[src/rtl/i2c_seq_pkg.sv]
package i2c_seq_pkg;
  // register window offsets
  localparam int OFS_CTL  = 'h00;
  localparam int OFS_MODE = 'h04;
  localparam int OFS_IADR = 'h0C;
  localparam int OFS_STAT = 'h20;
  localparam int OFS_RXH  = 'h30;
  localparam int OFS_TXH  = 'h34;

  // control bits
  localparam int CB_START = 0;
  localparam int CB_STOP  = 1;
  localparam int CB_MEN   = 2;
  localparam int CB_MDIS  = 3;
  localparam int CB_SWRST = 7;

  // mode fields
  localparam int MF_SIZE = 8;
  localparam int MF_DIR  = 12;
  localparam int MF_DEV  = 16;

  localparam int IA_BYTES = 3;
  localparam int IA_W     = 8 * IA_BYTES;

  typedef enum logic [2:0] {
    ST_IDLE, ST_RD, ST_RD_PEN, ST_RD_LAST, ST_RD_DONE,
    ST_WR, ST_WR_LAST, ST_WR_DONE
  } seq_state_t;
endpackage

[src/rtl/i2c_seq_tgt.sv]
module i2c_seq_tgt (
  input  logic [6:0] dev,
  input  logic [7:0] ia_low,
  output logic [9:0] addr,
  output logic       ten
);
  localparam logic [4:0] TEN_PREFIX = 5'b11110;

  always_comb begin
    ten  = (dev[6:2] == TEN_PREFIX);
    addr = ten ? {dev[1:0], ia_low} : {3'b000, dev};
  end
endmodule

[src/rtl/i2c_seq_fifo.sv]
module i2c_seq_fifo #(
  parameter int W     = 8,
  parameter int DEPTH = 4
) (
  input  logic         clk,
  input  logic         rst_n,
  input  logic         flush,
  input  logic         push,
  input  logic [W-1:0] din,
  input  logic         pop,
  output logic [W-1:0] dout,
  output logic         empty,
  output logic         full
);
  localparam int AW = (DEPTH > 1) ? $clog2(DEPTH) : 1;
  localparam int CW = $clog2(DEPTH + 1);

  logic [W-1:0]  mem [DEPTH];
  logic [AW-1:0] rp, wp;
  logic [CW-1:0] cnt;

  function automatic logic [AW-1:0] step(input logic [AW-1:0] p);
    return (p == AW'(DEPTH - 1)) ? '0 : p + AW'(1);
  endfunction

  assign empty = (cnt == '0);
  assign full  = (cnt == CW'(DEPTH));
  assign dout  = mem[rp];

  always_ff @(posedge clk) begin
    if (push && !flush) mem[wp] <= din;
  end

  always_ff @(posedge clk or negedge rst_n) begin
    if (!rst_n) begin
      rp <= '0; wp <= '0; cnt <= '0;
    end else if (flush) begin
      rp <= '0; wp <= '0; cnt <= '0;
    end else begin
      if (push) wp <= step(wp);
      if (pop)  rp <= step(rp);
      cnt <= cnt + CW'(push) - CW'(pop);
    end
  end
endmodule

[src/rtl/i2c_seq_emit.sv]
module i2c_seq_emit import i2c_seq_pkg::*; (
  input  logic            clk,
  input  logic            rst_n,
  input  logic            clr,
  input  logic            ia_load,
  input  logic [1:0]      ia_size,
  input  logic [IA_W-1:0] ia_value,
  input  logic            dat_push,
  input  logic [7:0]      dat_byte,
  input  logic            dat_last,
  output logic            slot_full,
  output logic            bs_valid,
  input  logic            bs_ready,
  output logic [7:0]      bs_data,
  output logic            bs_last
);
  logic [1:0]      ia_cnt;
  logic [IA_W-1:0] ia_q;
  logic [7:0]      sd_q;
  logic            sl_q;
  logic [4:0]      sh;
  logic            fire;

  assign sh        = {ia_cnt - 2'd1, 3'b000};
  assign bs_valid  = (ia_cnt != 2'd0) || slot_full;
  assign bs_data   = (ia_cnt != 2'd0) ? 8'(ia_q >> sh) : sd_q;
  assign bs_last   = (ia_cnt == 2'd0) && slot_full && sl_q;
  assign fire      = bs_valid && bs_ready;

  always_ff @(posedge clk or negedge rst_n) begin
    if (!rst_n) begin
      ia_cnt <= '0; ia_q <= '0; slot_full <= 1'b0; sd_q <= '0; sl_q <= 1'b0;
    end else if (clr) begin
      ia_cnt <= '0; ia_q <= '0; slot_full <= 1'b0; sd_q <= '0; sl_q <= 1'b0;
    end else begin
      if (ia_load) begin
        ia_cnt <= ia_size;
        ia_q   <= ia_value;
      end else if (fire && ia_cnt != 2'd0) begin
        ia_cnt <= ia_cnt - 2'd1;
      end
      if (dat_push) begin
        slot_full <= 1'b1;
        sd_q      <= dat_byte;
        sl_q      <= dat_last;
      end else if (fire && ia_cnt == 2'd0) begin
        slot_full <= 1'b0;
      end
    end
  end
endmodule

[src/rtl/i2c_txn_seq.sv]
module i2c_txn_seq import i2c_seq_pkg::*; #(
  parameter int RX_DEPTH = 4,
  parameter int ADDR_W   = 8,
  parameter int REG_W    = 32
) (
  input  logic              clk,
  input  logic              rst_n,
  input  logic              reg_wr,
  input  logic              reg_rd,
  input  logic [ADDR_W-1:0] reg_addr,
  input  logic [REG_W-1:0]  reg_wdata,
  output logic [REG_W-1:0]  reg_rdata,
  input  logic              tgt_present,
  output logic [9:0]        tgt_addr,
  output logic              tgt_ten,
  output logic              bs_valid,
  input  logic              bs_ready,
  output logic [7:0]        bs_data,
  output logic              bs_last,
  input  logic              rx_valid,
  output logic              rx_ready,
  input  logic [7:0]        rx_data,
  output logic              phase_rd,
  output logic              phase_wr,
  output logic              rd_wind_down,
  output logic              done_flag,
  output logic              nack_flag
);
  seq_state_t      st, st_cmd;
  logic            men;
  logic [1:0]      ia_size;
  logic            dir_rd;
  logic [6:0]      dev;
  logic [IA_W-1:0] ia_val;

  logic wr_ctl, wr_mode, wr_iadr, wr_txh, rd_rxh;
  logic soft_rst, cmd_go, cmd_start, cmd_stop, nack_hit;
  logic tx_take, slot_full;
  logic rx_empty, rx_full, rx_pop, rx_push, rx_flush;
  logic [7:0] rx_head;

  // access decode
  assign wr_ctl  = reg_wr && (reg_addr == ADDR_W'(OFS_CTL));
  assign wr_mode = reg_wr && (reg_addr == ADDR_W'(OFS_MODE));
  assign wr_iadr = reg_wr && (reg_addr == ADDR_W'(OFS_IADR));
  assign wr_txh  = reg_wr && (reg_addr == ADDR_W'(OFS_TXH));
  assign rd_rxh  = reg_rd && !reg_wr && (reg_addr == ADDR_W'(OFS_RXH));

  assign soft_rst  = wr_ctl && reg_wdata[CB_SWRST];
  assign cmd_go    = wr_ctl && !soft_rst && !bs_valid &&
                     (reg_wdata[CB_START] || reg_wdata[CB_STOP]);
  assign cmd_start = cmd_go && reg_wdata[CB_START];
  assign cmd_stop  = cmd_go && reg_wdata[CB_STOP];
  assign nack_hit  = cmd_start && !tgt_present;

  // phase decode
  assign phase_rd     = (st == ST_RD) || (st == ST_RD_PEN) || (st == ST_RD_LAST);
  assign phase_wr     = (st == ST_WR) || (st == ST_WR_LAST);
  assign rd_wind_down = (st == ST_RD_PEN) || (st == ST_RD_LAST);

  assign tx_take  = wr_txh && phase_wr && !slot_full;
  assign rx_ready = phase_rd && !rx_full;
  assign rx_push  = rx_valid && rx_ready;
  assign rx_pop   = rd_rxh && phase_rd && !rx_empty;
  assign rx_flush = soft_rst || cmd_start || (rd_rxh && st == ST_RD_LAST);

  // state after an accepted command
  always_comb begin
    if (!dir_rd)
      st_cmd = cmd_stop ? ST_WR_LAST : ST_WR;
    else if (cmd_start && cmd_stop)
      st_cmd = ST_RD_LAST;
    else if (cmd_start)
      st_cmd = ST_RD;
    else
      st_cmd = ST_RD_PEN;
  end

  always_ff @(posedge clk or negedge rst_n) begin
    if (!rst_n) begin
      st <= ST_IDLE; men <= 1'b0; ia_size <= '0; dir_rd <= 1'b0; dev <= '0;
      ia_val <= '0; done_flag <= 1'b0; nack_flag <= 1'b0;
    end else if (soft_rst) begin
      st <= ST_IDLE; men <= 1'b0; ia_size <= '0; dir_rd <= 1'b0; dev <= '0;
      ia_val <= '0; done_flag <= 1'b0; nack_flag <= 1'b0;
    end else begin
      if (wr_ctl) begin
        if (reg_wdata[CB_MDIS])     men <= 1'b0;
        else if (reg_wdata[CB_MEN]) men <= 1'b1;
      end
      if (wr_mode) begin
        ia_size <= reg_wdata[MF_SIZE +: 2];
        dir_rd  <= reg_wdata[MF_DIR];
        dev     <= reg_wdata[MF_DEV +: 7];
        st      <= reg_wdata[MF_DIR] ? ST_IDLE : ST_WR;
      end
      if (wr_iadr) ia_val <= reg_wdata[IA_W-1:0];
      if (cmd_start) begin
        done_flag <= 1'b0;
        nack_flag <= !tgt_present;
      end
      if (cmd_go && !nack_hit) st <= st_cmd;
      if (tx_take && st == ST_WR_LAST) begin
        st        <= ST_WR_DONE;
        done_flag <= 1'b1;
      end
      if (rd_rxh) begin
        if (st == ST_RD_PEN)       st <= ST_RD_LAST;
        else if (st == ST_RD_LAST) st <= ST_RD_DONE;
      end
    end
  end

  // register read mux
  always_comb begin
    reg_rdata = '0;
    case (reg_addr)
      ADDR_W'(OFS_MODE): begin
        reg_rdata[MF_SIZE +: 2] = ia_size;
        reg_rdata[MF_DIR]       = dir_rd;
        reg_rdata[MF_DEV +: 7]  = dev;
      end
      ADDR_W'(OFS_IADR): reg_rdata[IA_W-1:0] = ia_val;
      ADDR_W'(OFS_STAT): begin
        reg_rdata[0] = done_flag;
        reg_rdata[1] = phase_rd && !rx_empty;
        reg_rdata[2] = men && !slot_full;
        reg_rdata[8] = nack_flag;
      end
      ADDR_W'(OFS_RXH): reg_rdata[7:0] = (phase_rd && !rx_empty) ? rx_head : 8'h00;
      default: reg_rdata = '0;
    endcase
  end

  i2c_seq_tgt u_tgt (
    .dev    (dev),
    .ia_low (ia_val[7:0]),
    .addr   (tgt_addr),
    .ten    (tgt_ten)
  );

  i2c_seq_emit u_emit (
    .clk       (clk),
    .rst_n     (rst_n),
    .clr       (soft_rst),
    .ia_load   (cmd_start && tgt_present),
    .ia_size   (ia_size),
    .ia_value  (ia_val),
    .dat_push  (tx_take),
    .dat_byte  (reg_wdata[7:0]),
    .dat_last  (st == ST_WR_LAST),
    .slot_full (slot_full),
    .bs_valid  (bs_valid),
    .bs_ready  (bs_ready),
    .bs_data   (bs_data),
    .bs_last   (bs_last)
  );

  i2c_seq_fifo #(.W(8), .DEPTH(RX_DEPTH)) u_rxq (
    .clk   (clk),
    .rst_n (rst_n),
    .flush (rx_flush),
    .push  (rx_push),
    .din   (rx_data),
    .pop   (rx_pop),
    .dout  (rx_head),
    .empty (rx_empty),
    .full  (rx_full)
  );
endmodule

[config.mk]
export PLATFORM = sky130hd
export DESIGN_NAME = i2c_txn_seq
export DESIGN_NICKNAME = d
export VERILOG_FILES = /design/src/rtl/i2c_seq_pkg.sv /design/src/rtl/i2c_seq_tgt.sv /design/src/rtl/i2c_seq_fifo.sv /design/src/rtl/i2c_seq_emit.sv /design/src/rtl/i2c_txn_seq.sv
export SDC_FILE = /design/constraint.sdc
export NUM_CORES = 1
export LEC_CHECK = 0
export BUFFER_PORTS_ARGS = -buffer_cell sky130_fd_sc_hd__buf_2
export CORE_MARGIN = 5
export CORE_UTILIZATION = 50
export CTS_CLUSTER_DIAMETER = 120
export CTS_CLUSTER_SIZE = 10
export DETAILED_ROUTE_END_ITERATION = 8
export MAX_ROUTING_LAYER = met4
export PLACE_DENSITY = 0.76
export SYNTH_ARGS = -nofsm -noshare
export SYNTH_HDL_FRONTEND = slang
export SYNTH_SLANG_ARGS = --single-unit
[constraint.sdc]
create_clock -name clk -period 2.8 [get_ports clk]
set_input_delay 0.56 -clock clk [delete_from_list [all_inputs] [get_ports clk]]
set_output_delay 0.56 -clock clk [all_outputs]
set_load 0.01 [all_outputs]
[After elaboration in Yosys (flattened, before gate mapping)]
Memories as Yosys holds them, arrays and structs flattened.
Cells that the tools add are included.
Word-level totals
  flip-flop bits (word level): 83
  memory bits (writable): 32
  bits of input ports: 55
  output and inout port bits: 59
  word-level logic and storage cells: 165
  memories kept: 1
Cells by class
  add/sub/neg operators: 5
  equality and inequality tests: 14
  shift-type cells: 1
  mux-type cells: 62
  reductions and logical operators: 66
Memory list
  u_rxq.mem: words 4, width 8, rd ports 1, clocked after memory_dff 0, wr ports 1, RTL line i2c_seq_fifo.sv:18  | logic [W-1:0] mem [DEPTH];
Operator list (number)
  $mux W24: 4
  $mux W3: 11
  $logic_and A1 B1 Y1: 32
  $mux W8: 4
  $mux W2: 15
  $eq A8 B6 Y1 const B: 3
  $shr A24 B5 Y8: 1
  $mux W1: 19
  $reduce_bool A2 Y1: 9
  $mux W7: 2
  $pmux W7 S2: 1
  $reduce_bool A3 Y1: 4
  $mux W10: 1
  $pmux W5 S2: 1
  $eq A3 B3 Y1 const B: 3
  $logic_not A1 Y1: 9
  $pmux W3 S3: 1
  $eq A8 B3 Y1 const B: 1
  $eq A8 B4 Y1 const B: 1
  $logic_not A8 Y1: 1
  $logic_or A1 B1 Y1: 8
  $eq A3 B2 Y1 const B: 2
  $eq A5 B5 Y1 const B: 1
  $add A2 B1 Y2 const B: 2
  other kinds (10): 12

[Logic depth before layout (Yosys ltp)]
  depth after elaboration: 17
  depth in mapped cells: 12
  depth with buffers taken out: 11

[Cells and area by module]
A second synthesis with hierarchy kept.
Unflattened totals
  cell total of the unflattened synthesis: 518
  area, all modules: 5815.6 µm²
Modules (own cells, without submodules)
  i2c_txn_seq: instances 1, cells an instance 255, area each 2304.7 µm², seq. area each 1001.0 µm²
  i2c_seq_emit: instances 1, cells an instance 166, area each 1770.4 µm², seq. area each 900.9 µm²
  i2c_seq_fifo: instances 1, cells an instance 83, area each 1611.5 µm², seq. area each 1136.1 µm²
  i2c_seq_tgt: instances 1, cells an instance 14, area each 128.9 µm², seq. area each 0.0 µm²

[Least setup slack after synthesis]
No wires, ideal clock.
  kind: input port to flip-flop
  from: in reg_addr[3]
  to: reg u_rxq.cnt[2]
  setup time: 121 ps
  data arrival time: 2989 ps
  required time: 2679 ps
  slack: -310 ps
  stages: 12
  path buffers: 1
  cells stage by stage: or4_1 > buf_2 > or4_4 > nor2_1 > ha_1 > inv_1 > ha_1 > inv_1 > fa_1 > xor2_1 > xnor2_1 > nor2_1
On the way
  word-level cells in the longest chain between the ends: 11
  elaborated cells between the ends (all ways): 17
  classes of those cells: 1 x add/sub; 1 x eq/ne; 1 x mux; 14 x reduce/logical
Ends and longest elaborated chain
  start: declaration: RTL line i2c_txn_seq.sv:10  | input logic [ADDR_W-1:0] reg_addr,
  branches (longest 10 deep; another with $sub A3 B1 Y3)
  $mux W3 (*): RTL line i2c_seq_fifo.sv:37  | end else if (flush) begin
  end signal: assignment: RTL line i2c_seq_fifo.sv:42  | cnt <= cnt + CW'(push) - CW'(pop);
  end: declaration: RTL line i2c_seq_fifo.sv:20  | logic [CW-1:0] cnt;
Every way passes the cells marked *.
A chain may end at the register's enable or synchronous reset.

[Worst setup path in the final report]
  from: in reg_addr[0]
  to: reg u_rxq.cnt[2]
Same word-level chain as after synthesis.

==> impl_metrics.toml <==
[clocking]
cts_root_buf = "clkbuf_16"
cts_made_buffers = 17
cts_max_path_buffers = 2
hold_buffers = 0
h-tree-depth = 4
clkLatencyLatePin_ns = 0.41
cts_tree = "yes"
numClockSinks = 115
clk_pin_slew_worst_paths_ns = 0.05

[sta]
fin_worst_skew_ns = 0.01257
drv_slew = 0
max_slew_margin_pct = 56.97
clock.fmax_mhz = 354.0
tns_ns = -0.03422
rsz0062_at_grt = "true"
finalCritPeriodShare_pct = 100.9
finalHoldViolCount = 0
worst_slack_ns = -0.02465
setup_viol = 2
worst_pin_slew_ns = 0.6454
period_needed_ns = 2.825

[place]
hpwlAfterDp_mm = 11.07
port_buffers = 97
place.gp.congestion = 0.8589
dp_slack_ns = -0.4308
place_area_um2 = 6536

[global_route]
grt_usage_pct = 25.17
grt_pass1_vias = 4693
grt_max_degree = 46
antenna_found_initial = 0
grt-ovfl-total = 0
grt_pass1_wl_mm = 25.11

[die]
placementRows = 39
dieArea_um2 = 13610
ios = 114
dieWidth_um = 116.7
fp.dieH_um = 116.7
core_area_um2 = 11270
start_util_pct = 50.47

[route]
postRouteWirelength_mm = 16.36
antenna_left = 0
drc = 0
viasPerCell = 5.949
drtIter0Drc = 608
post_drt_wl_per_cell_um = 19.68
first_pass_iters = 6
num_vias = 4944

[synthesis]
synthFlopType = "dfrtp_1"
yosysWarnings = 0
synth_edf_count = 32
synth.avg_cell_area_um2 = 10.34
async_flop_share_pct = 72.17
syn_area_um2 = 5689
synthCells = 550
synth.distinct_cells = 56
synth.ff_latch_count = 115
ys_seq_area_share_pct = 53.40

[setup_path]
critical_path_arrival_ns = 3.11
worstPathCellList = "buf_6, or4_4, or4_4, nor2_4, ha_4, inv_2, ha_4, inv_4, fa_2, xor2_2, xnor2_1, nor2_1"
crit_fanout = 2
end_kind = "register"
setup.worst_path.class = "input port to register"
cp-start-kind = "input port"
critPathMaxStageDelay_ns = 0.58
required_ns = 3.08
worst_path_max_delay_cell = "or4_4"

[power]
power_mw = 4.921
power.density_nw_per_um2 = 675.1
peakVddDrop_mv = 0.6036
leakage_nw = 3.403

[run]
cap_violations = 0

[layout]
drive_above_1_share_pct = 30.09
design_area_um2 = 7288
syn_to_final_growth_pct = 28.11
n_antenna_cell = 0
nets = 739

[run_status]
status = "finished, violations left"
violations = "negative setup slack"

[min_path]
hold_path.class = "input port to async pin"
state kept, by name (all words and copies together) (netlist names):
register	flops
dev	7
dir_rd	1
done_flag	1
ia_size	2
ia_val	24
men	1
nack_flag	1
st	3
u_emit.ia_cnt	2
u_emit.ia_q	24
u_emit.sd_q	8
u_emit.sl_q	1
u_emit.slot_full	1
u_rxq.cnt	3
u_rxq.mem	32
u_rxq.rp	2
u_rxq.wp	2
cell families (layout without fill, tap and decap cells):
logic type,Yosys count,in the layout,synth area share (%)
multiplexers,26,26,6.334
AND/OR/NAND/NOR,185,185,16.19
other,1,8,0.06591
flip-flops,115,115,53.40
AO/OA/AOI/OAI,146,146,16.30
buffers and inverters,64,195,4.992
adder cells (fa/ha/maj),9,9,2.111
XOR/XNOR,4,4,0.6159
report_power, final:
group / internal [mW] / leakage, nW / switching [mW] / total (mW)
clock: 1.43 / 0.300 / 0.703 / 2.13
sequential: 1.82 / 1.43 / 0.0943 / 1.92
combinational: 0.377 / 1.68 / 0.492 / 0.869
total: 3.63 / 3.40 / 1.29 / 4.92
cell usage in the layout, fill, tap and decap left out, types with 4 or more instances in the layout:
cell type / instances
a21o_1: 4
a21oi_1: 59
a22o_1: 27
a32o_1: 4
and2_1: 10
and3_1: 8
buf_2: 94
buf_4: 42
buf_6: 4
clkbuf_16: 17
clkbuf_8: 9
conb_1: 8
dfrtp_1: 82
edfxtp_1: 32
ha_1: 5
inv_1: 18
mux2i_1: 15
mux4_2: 8
nand2_1: 72
nand3_1: 21
nand4_1: 5
nor2_1: 27
nor3_1: 6
o21a_1: 5
o21ai_0: 28
final cells by class:
cell class / count / area, um2
clock inverter: 3 / 40.04
fill: 884 / 3984
timing repair buffer: 142 / 870.8
inverter: 21 / 83.83
clock buffer: 29 / 560.5
sequential: 115 / 3039
tap: 143 / 178.9
multi-input combinational: 378 / 2515
synth_stat cells (2+ instances only):
cell type,instances,share of area (%)
ha_1,8,1.8
dfrtp_1,83,37
a22oi_1,2,0.26
nand3b_1,3,0.40
mux4_2,8,3.2
a32o_1,5,0.88
nand2_1,72,4.8
nand4_1,5,0.55
buf_2,7,0.62
xor2_1,2,0.31
clkbuf_1,19,1.3
nor3_1,6,0.53
nand3_1,21,1.8
and4_1,4,0.62
buf_1,7,0.46
mux2i_1,18,3.2
nand2b_1,2,0.22
a21oi_1,61,5.4
xnor2_1,2,0.31
buf_4,9,1.2
nor4_1,5,0.55
a22o_1,27,4.2
and2_1,10,1.1
nor2b_1,4,0.44
nor3b_1,4,0.53
and3_1,8,0.88
edfxtp_1,32,17
nor2_1,28,1.8
o21a_1,5,0.66
or4_1,3,0.40
a31oi_1,2,0.22
a221o_1,2,0.35
o21ai_0,29,2.6
a21o_1,4,0.53
inv_1,20,1.3
and3b_1,3,0.46
metrics by stage:
| stage | util [%] | hold WS, ns | instances |
|---|---|---|---|
| after floorplan | - | 0.2644 | 557 |
| after CTS | 63.60 | 0.1891 | 829 |
| final | 64.66 | 0.1842 | 831 |
| after global routing | 64.66 | 0.2170 | 831 |
| after global placement | 57.99 | 0.4587 | 796 |
| after detailed placement | 57.99 | 0.4690 | 796 |
what timing repair did:
item                                    in CTS  in global routing
endpoints found under the setup margin      11                 20
pin swaps                                    1                  9
buffers inserted                             1                  2
hold endpoints to repair                     0                  0
resized for setup                            8                 22
layer usage:
layer	vias to the layer above	GRT usage [%]	routed length [um]
met1	2437	32.55	6554
met2	239	37.87	7935
met4	0	11.77	551
li1	2225	-	-
met3	43	5.699	1316
met5	-	-	0
worst paths after layout:
kind                             start  slack (ns)              end  cells after the start
min                              rst_n        0.18   u_emit.sd_q[2]                      1
max                        reg_addr[0]       -0.02     u_rxq.cnt[2]                     12
max reg2reg                      st[0]        0.18     u_rxq.cnt[2]                     11
min reg2reg                u_emit.sl_q        0.49      u_emit.sl_q                      1
max in group asynchronous        rst_n        1.95      u_rxq.rp[0]                      2
min in group clk            rx_data[1]        0.37  u_rxq.mem[3][1]                      1
worst max-delay path: cells and delay by family:
kind          cells  cell delay (ns)
simple gates      4             1.29
fa+ha+maj         3             0.72
xor+xnor          2             0.34
buf+inv           3             0.18
No activity file was read; power rests on OpenSTA's default activity.
